[src/rtl/lockstep_pkg.sv]
package lockstep_pkg;
  localparam int CODE_W = 5;
  typedef logic [CODE_W-1:0] code_t;
  localparam code_t CODE_PSW = 5'd8;
  localparam code_t CODE_CNT = 5'd9;
  localparam int ENTRY_BASE = 16;
  typedef enum logic [1:0] {
    BUS_READ   = 2'b00,
    BUS_WRITE  = 2'b01,
    BUS_WRITEB = 2'b10,
    BUS_FETCH  = 2'b11
  } bus_kind_e;
endpackage

[src/rtl/rec_fifo.sv]
module rec_fifo #(
  parameter int W     = 8,
  parameter int DEPTH = 4
) (
  input  logic         clk_i,
  input  logic         rst_ni,
  input  logic         push_i,
  input  logic [W-1:0] data_i,
  input  logic         pop_i,
  output logic [W-1:0] head_o,
  output logic         full_o,
  output logic         empty_o
);
  localparam int PTR_W = $clog2(DEPTH);
  localparam int CNT_W = $clog2(DEPTH + 1);

  logic [W-1:0]     mem [DEPTH];
  logic [PTR_W-1:0] wr_ptr, rd_ptr;
  logic [CNT_W-1:0] count;

  assign full_o  = (count == CNT_W'(DEPTH));
  assign empty_o = (count == '0);
  assign head_o  = mem[rd_ptr];

  always_ff @(posedge clk_i) begin
    if (push_i) mem[wr_ptr] <= data_i;
  end

  always_ff @(posedge clk_i or negedge rst_ni) begin
    if (!rst_ni) begin
      wr_ptr <= '0;
      rd_ptr <= '0;
      count  <= '0;
    end else begin
      if (push_i) wr_ptr <= (wr_ptr == PTR_W'(DEPTH - 1)) ? '0 : wr_ptr + 1'b1;
      if (pop_i)  rd_ptr <= (rd_ptr == PTR_W'(DEPTH - 1)) ? '0 : rd_ptr + 1'b1;
      case ({push_i, pop_i})
        2'b10:   count <= count + 1'b1;
        2'b01:   count <= count - 1'b1;
        default: count <= count;
      endcase
    end
  end

  AST_NO_OVERFLOW: assert property (@(posedge clk_i) disable iff (!rst_ni)
    push_i |-> (count < CNT_W'(DEPTH)));
  AST_NO_UNDERFLOW: assert property (@(posedge clk_i) disable iff (!rst_ni)
    pop_i |-> (count != '0));
endmodule

[src/rtl/rec_cmp.sv]
module rec_cmp
  import lockstep_pkg::*;
#(
  parameter int NUM_REGS = 8,
  parameter int DATA_W   = 16,
  parameter int MAX_OPS  = 8,
  parameter int CNT_W    = 4
) (
  input  logic [NUM_REGS*DATA_W-1:0]       a_regs_i,
  input  logic [DATA_W-1:0]                a_psw_i,
  input  logic [CNT_W-1:0]                 a_cnt_i,
  input  logic [MAX_OPS*(2*DATA_W+2)-1:0]  a_ops_i,
  input  logic [NUM_REGS*DATA_W-1:0]       b_regs_i,
  input  logic [DATA_W-1:0]                b_psw_i,
  input  logic [CNT_W-1:0]                 b_cnt_i,
  input  logic [MAX_OPS*(2*DATA_W+2)-1:0]  b_ops_i,
  output logic                             diff_o,
  output code_t                            code_o
);
  localparam int OP_W = 2 * DATA_W + 2;

  logic [NUM_REGS-1:0] reg_diff;
  logic [MAX_OPS-1:0]  op_diff;
  logic                psw_diff, cnt_diff;

  for (genvar r = 0; r < NUM_REGS; r++) begin : g_reg
    assign reg_diff[r] = a_regs_i[r*DATA_W +: DATA_W] != b_regs_i[r*DATA_W +: DATA_W];
  end

  // entries past the count are don't-care
  for (genvar k = 0; k < MAX_OPS; k++) begin : g_op
    localparam logic [CNT_W-1:0] KIDX = CNT_W'(k);
    assign op_diff[k] = (KIDX < a_cnt_i) &&
                        (a_ops_i[k*OP_W +: OP_W] != b_ops_i[k*OP_W +: OP_W]);
  end

  assign psw_diff = a_psw_i != b_psw_i;
  assign cnt_diff = a_cnt_i != b_cnt_i;
  assign diff_o   = (|reg_diff) | psw_diff | cnt_diff | (|op_diff);

  // descending scan, lowest code written last wins
  always_comb begin
    code_o = '0;
    for (int k = MAX_OPS - 1; k >= 0; k--) begin
      if (op_diff[k]) code_o = code_t'(ENTRY_BASE + k);
    end
    if (cnt_diff) code_o = CODE_CNT;
    if (psw_diff) code_o = CODE_PSW;
    for (int r = NUM_REGS - 1; r >= 0; r--) begin
      if (reg_diff[r]) code_o = code_t'(r);
    end
  end
endmodule

[src/rtl/lockstep_cmp.sv]
module lockstep_cmp
  import lockstep_pkg::*;
#(
  parameter int NUM_REGS = 8,
  parameter int DATA_W   = 16,
  parameter int MAX_OPS  = 8,
  parameter int DEPTH    = 4,
  parameter int IDX_W    = 16
) (
  input  logic                                     clk_i,
  input  logic                                     rst_ni,
  input  logic                                     a_valid_i,
  output logic                                     a_ready_o,
  input  logic [NUM_REGS*DATA_W-1:0]               a_regs_i,
  input  logic [DATA_W-1:0]                        a_psw_i,
  input  logic [$clog2(MAX_OPS+1)-1:0]             a_cnt_i,
  input  logic [MAX_OPS*(2*DATA_W+2)-1:0]          a_ops_i,
  input  logic                                     b_valid_i,
  output logic                                     b_ready_o,
  input  logic [NUM_REGS*DATA_W-1:0]               b_regs_i,
  input  logic [DATA_W-1:0]                        b_psw_i,
  input  logic [$clog2(MAX_OPS+1)-1:0]             b_cnt_i,
  input  logic [MAX_OPS*(2*DATA_W+2)-1:0]          b_ops_i,
  output logic                                     cmp_done_o,
  output logic                                     err_o,
  output logic [CODE_W-1:0]                        err_code_o,
  output logic [IDX_W-1:0]                         err_index_o
);
  localparam int CNT_W  = $clog2(MAX_OPS + 1);
  localparam int OP_W   = 2 * DATA_W + 2;
  localparam int REGS_W = NUM_REGS * DATA_W;
  localparam int OPS_W  = MAX_OPS * OP_W;
  localparam int REC_W  = OPS_W + CNT_W + DATA_W + REGS_W;

  logic [REC_W-1:0] a_head, b_head;
  logic a_full, b_full, a_empty, b_empty;
  logic a_push, b_push, pop;
  logic diff;
  code_t code;

  logic done_q, err_q;
  code_t code_q;
  logic [IDX_W-1:0] idx_q, err_idx_q;

  assign a_ready_o = !a_full;
  assign b_ready_o = !b_full;
  assign a_push    = a_valid_i && !a_full;
  assign b_push    = b_valid_i && !b_full;
  assign pop       = !a_empty && !b_empty;

  rec_fifo #(.W(REC_W), .DEPTH(DEPTH)) u_fifo_a (
    .clk_i, .rst_ni,
    .push_i (a_push),
    .data_i ({a_ops_i, a_cnt_i, a_psw_i, a_regs_i}),
    .pop_i  (pop),
    .head_o (a_head),
    .full_o (a_full),
    .empty_o(a_empty)
  );

  rec_fifo #(.W(REC_W), .DEPTH(DEPTH)) u_fifo_b (
    .clk_i, .rst_ni,
    .push_i (b_push),
    .data_i ({b_ops_i, b_cnt_i, b_psw_i, b_regs_i}),
    .pop_i  (pop),
    .head_o (b_head),
    .full_o (b_full),
    .empty_o(b_empty)
  );

  rec_cmp #(.NUM_REGS(NUM_REGS), .DATA_W(DATA_W), .MAX_OPS(MAX_OPS), .CNT_W(CNT_W)) u_cmp (
    .a_regs_i(a_head[REGS_W-1:0]),
    .a_psw_i (a_head[REGS_W +: DATA_W]),
    .a_cnt_i (a_head[REGS_W+DATA_W +: CNT_W]),
    .a_ops_i (a_head[REC_W-1 -: OPS_W]),
    .b_regs_i(b_head[REGS_W-1:0]),
    .b_psw_i (b_head[REGS_W +: DATA_W]),
    .b_cnt_i (b_head[REGS_W+DATA_W +: CNT_W]),
    .b_ops_i (b_head[REC_W-1 -: OPS_W]),
    .diff_o  (diff),
    .code_o  (code)
  );

  always_ff @(posedge clk_i or negedge rst_ni) begin
    if (!rst_ni) begin
      done_q    <= 1'b0;
      err_q     <= 1'b0;
      code_q    <= '0;
      idx_q     <= '0;
      err_idx_q <= '0;
    end else begin
      done_q <= pop;
      if (pop) begin
        idx_q <= idx_q + 1'b1;
        if (diff && !err_q) begin
          err_q     <= 1'b1;
          code_q    <= code;
          err_idx_q <= idx_q;
        end
      end
    end
  end

  assign cmp_done_o  = done_q;
  assign err_o       = err_q;
  assign err_code_o  = code_q;
  assign err_index_o = err_idx_q;

  AST_ERR_STICKY: assert property (@(posedge clk_i) disable iff (!rst_ni)
    err_o |=> err_o);
  AST_ERR_HELD: assert property (@(posedge clk_i) disable iff (!rst_ni)
    err_o |=> ($stable(err_code_o) && $stable(err_index_o)));
  AST_ERR_ON_COMPARE: assert property (@(posedge clk_i) disable iff (!rst_ni)
    $rose(err_o) |-> cmp_done_o);
  AST_CODE_LEGAL: assert property (@(posedge clk_i) disable iff (!rst_ni)
    err_o |-> ((err_code_o <= CODE_CNT) ||
               (err_code_o >= code_t'(ENTRY_BASE)
                && err_code_o < code_t'(ENTRY_BASE + MAX_OPS))));
endmodule

[config.mk]
export PLATFORM = sky130hd
export DESIGN_NAME = lockstep_cmp
export DESIGN_NICKNAME = d
export VERILOG_FILES = /design/src/rtl/lockstep_pkg.sv /design/src/rtl/rec_fifo.sv /design/src/rtl/rec_cmp.sv /design/src/rtl/lockstep_cmp.sv
export SDC_FILE = /design/constraint.sdc
export NUM_CORES = 2
export LEC_CHECK = 0
export ABC_AREA = 0
export BUFFER_PORTS_ARGS = -buffer_cell sky130_fd_sc_hd__buf_2
export CAP_MARGIN = 20
export CORE_MARGIN = 8
export CORE_UTILIZATION = 55
export DETAILED_ROUTE_END_ITERATION = 10
export PLACE_DENSITY = 0.75
export SKIP_CTS_REPAIR_TIMING = 1
export SYNTH_ARGS = -nofsm -noshare
export SYNTH_HDL_FRONTEND = slang
export SYNTH_SLANG_ARGS = --single-unit
[constraint.sdc]
create_clock -name clk_i -period 27.1 [get_ports clk_i]
set_input_delay 1.355 -clock clk_i [delete_from_list [all_inputs] [get_ports clk_i]]
set_output_delay 1.355 -clock clk_i [all_outputs]
set_load 0.1 [all_outputs]
==> flow_metrics.tcl <==
set metrics [dict create \
    status "finished, final reports clean" \
    maxSlewViolCount 0 \
    die_area_um2 249000 \
    end_kind "flip-flop" \
    yosysSeqAreaShare_pct 79.7 \
    cp.required_ns 27.88 \
    clk_latency_ns 0.98 \
    worstMarginPinSlew_ns 1.08 \
    setup-violations-final 0 \
    maxCapViolations 0 \
    initial_core_util_pct 55.2 \
    ys_warn_count 0 \
    drtPass1Iterations 6 \
    die_w_um 499 \
    crit_fanout 81 \
    cts_sinks 3413 \
    wl_per_cell_um 32.6 \
    grt_max_degree 122 \
    fmax_mhz 128 \
    drive_gt1_share_pct 35.2 \
    start_kind "flip-flop" \
    cpMostUsedCell "buf_4" \
    cts_root_buf "clkbuf_16" \
    grt_usage_pct 25.0 \
    ys_ff_latch 3413 \
    finalWirelength_um 318000 \
    maxSlewHeadroom_pct 28.1 \
    synthCells 5176 \
    htree_levels 5 \
    fin_worst_skew_ns 0.0883 \
    synthMuxAreaShare_pct 15.0 \
    ys.flop_type "edfxtp_1" \
    synthSimpleGateAreaFrac_pct 0.924 \
    synth_top_family_by_area "multiplexers" \
    critical_path_class "flip-flop to flip-flop" \
    finalSetupTns_ns 0 \
    die_y_um 499 \
    synth_compound_area_share_pct 0.219 \
    drc_errors 0 \
    final_common_cell "edfxtp_1" \
    drt_iter0_drc 7016 \
    place_inst 8998 \
    ir_drop_mv 0.111 \
    synthAdderAreaFrac_pct 0.158 \
    syn_avg_cell_area_um2 24.8 \
    cp.buffers_inverters 5 \
    critPathMaxStageDelay_ns 1.04 \
    rsz0062_at_grt "no" \
    gp_congestion 0.801 \
    nNetsFinal 7166 \
    port_buffers 868 \
    final_cell_mix "edfxtp_1 (3,360), buf_2 (869), mux4_2 (838)" \
    synthToLayoutAreaGrowth_pct 14.9 \
    crit_path_top_delay_cell "dfrtp_4" \
    netlist_area_um2 128000 \
    core-area_um2 232000 \
    stdcell_count 9750 \
    cts_buffers 350 \
    io_pins 869 \
    cts.clk_slew.worst_paths_ns 0.06 \
    cp_data_arrival_time_ns 8.60 \
    p_per_area_nw_per_um2 111 \
    finalCritPeriodShare_pct 28.9 \
    cts_tree "done" \
    synth_area_leaders "edfxtp_1 (79%), mux4_2 (15%), xor2_1 (1.8%)" \
    hpwl_um 201000 \
    grt_pass1_wl_um 448000 \
    first_global_vias 61300 \
    path_cells "buf_4 > buf_12 > buf_4 > buf_4 > mux4_2 > xor2_1 > nor4_1 > nand4_1 > nor4_1 > o2111ai_2 > o41ai_4 > buf_4 > mux2_1" \
    rows 177 \
    clk_path_buf_depth 4 \
    vias 60100 \
    synthDominantCellAreaShare_pct 78.7 \
    antenna_left 0 \
    overflow 0 \
    synth_largest_area_cell "edfxtp_1" \
    via_per_inst 6.16 \
    synth_nets 6035 \
    hold_viol_final 0 \
    p_leak_nw 48.1 \
    hold_path_class "flip-flop to flip-flop" \
    finalCriticalPeriod_ns 7.82 \
    synth_async_sr_flop_share_pct 1.55 \
    crit_family "buffers and inverters" \
    synthXorXnorAreaFrac_pct 3.01 \
    antenna_found_initial 303 \
    synth_edf_count 3360 \
    ys_types 54 \
]
==> flip-flops by register name, indices dropped and copies added (netlist names) <==
name / count
u_fifo_b.wr_ptr: 2
u_fifo_a.mem: 1680
u_fifo_b.mem: 1680
u_fifo_a.rd_ptr: 2
err_code_o: 5
cmp_done_o: 1
err_o: 1
u_fifo_a.wr_ptr: 2
u_fifo_a.count: 3
idx_q: 16
u_fifo_b.count: 3
err_index_o: 16
u_fifo_b.rd_ptr: 2
==> kinds of logic after synthesis <==
group                      Yosys count
adders and majority gates           15
buffers and inverters              203
muxes                              866
xor gates and xnor gates           441
DFF                               3413
AOI/OAI and AO/OA                   33
and+or+nand+nor                    205
==> stage by stage <==
step / total power, mW / setup slack, ns / hold WS (ns) / cell area [um2] / util (%)
final: 16.4 / 19.28 / 0.492 / 147000 / 63.4
after detailed placement: 12.0 / 19.09 / 0.467 / 136000 / 58.6
after CTS: 16.6 / 18.98 / 0.489 / 147000 / 63.3
after floorplan: 11.0 / 15.28 / 0.435 / 128000 / -
after global routing: 17.0 / 18.55 / 0.511 / 147000 / 63.3
after global placement: 11.9 / 19.06 / 0.453 / 136000 / 58.6
==> Yosys cell counts (3+ instances only) <==
| master | number |
|---|---|
| a21o_1 | 3 |
| a21oi_1 | 4 |
| a31oi_1 | 4 |
| and3_1 | 8 |
| buf_1 | 20 |
| buf_2 | 43 |
| buf_4 | 26 |
| buf_6 | 45 |
| clkbuf_1 | 54 |
| dfrtp_1 | 53 |
| edfxtp_1 | 3360 |
| ha_1 | 13 |
| inv_1 | 12 |
| mux2_1 | 16 |
| mux2_2 | 8 |
| mux4_2 | 838 |
| nand2_1 | 17 |
| nand3_1 | 14 |
| nand4_1 | 56 |
| nor2_1 | 15 |
| nor2b_1 | 3 |
| nor3_1 | 12 |
| nor4_1 | 69 |
| o21ai_0 | 4 |
| o31ai_2 | 3 |
| or2_1 | 3 |
| xnor2_1 | 178 |
| xor2_1 | 263 |
==> path summary, 6_finish.rpt <==
kind | slack (ns) | endpoint | from | cells past startpoint
max | 19.28 | err_index_o[15] | u_fifo_a.rd_ptr[0] | 13
min | 0.49 | u_fifo_b.count[2] | u_fifo_b.count[2] | 1
max reg2reg | 19.28 | err_index_o[15] | u_fifo_a.rd_ptr[0] | 13
min reg2reg | 0.49 | u_fifo_b.count[2] | u_fifo_b.count[2] | 1
max in group asynchronous | 25.88 | u_fifo_a.rd_ptr[0] | rst_ni | 2
min in group asynchronous | 0.57 | cmp_done_o | rst_ni | 2
==> where the power goes <==
| group | switching [mW] | internal, mW | total (mW) |
|---|---|---|---|
| logic | 2.67 | 1.93 | 4.60 |
| clock network | 1.91 | 2.67 | 4.58 |
| registers | 0.281 | 6.95 | 7.23 |
| total | 4.86 | 11.5 | 16.4 |
==> worst register-to-register path, delay by kind of cell, from the launching register on <==
kind | cells | cell delay, ns
muxes | 2 | 0.98
xor gates and xnor gates | 1 | 0.15
and+or+nand+nor | 3 | 1.59
AOI/OAI and AO/OA | 2 | 0.59
buffers and inverters | 5 | 3.32
DFF | 1 | 1.04
==> final cells by class <==
| type | instances | area [um2] |
|---|---|---|
| Antenna cell | 157 | 393 |
| Clock buffer | 410 | 9030 |
| Clock inverter | 185 | 1750 |
| Fill cell | 14800 | 85000 |
| Inverter | 12 | 45.0 |
| Multi-Input combinational cell | 1560 | 24800 |
| Sequential cell | 3413 | 102000 |
| Tap cell | 3043 | 3810 |
| Timing Repair Buffer | 970 | 5250 |
==> per-layer routing <==
| layer | vias to the layer above | part of all wire [%] | track usage, % | wire length, um |
|---|---|---|---|---|
| met3 | 782 | 9.4 | 7.50 | 30000 |
| li1 | 24500 | - | - | - |
| met5 | - | 0.27 | 0 | 844 |
| met2 | 3001 | 49 | 40.0 | 156000 |
| met1 | 31600 | 38 | 33.1 | 120000 |
| met4 | 136 | 3.4 | 8.96 | 10800 |
(Power assumes the default switching activity.)
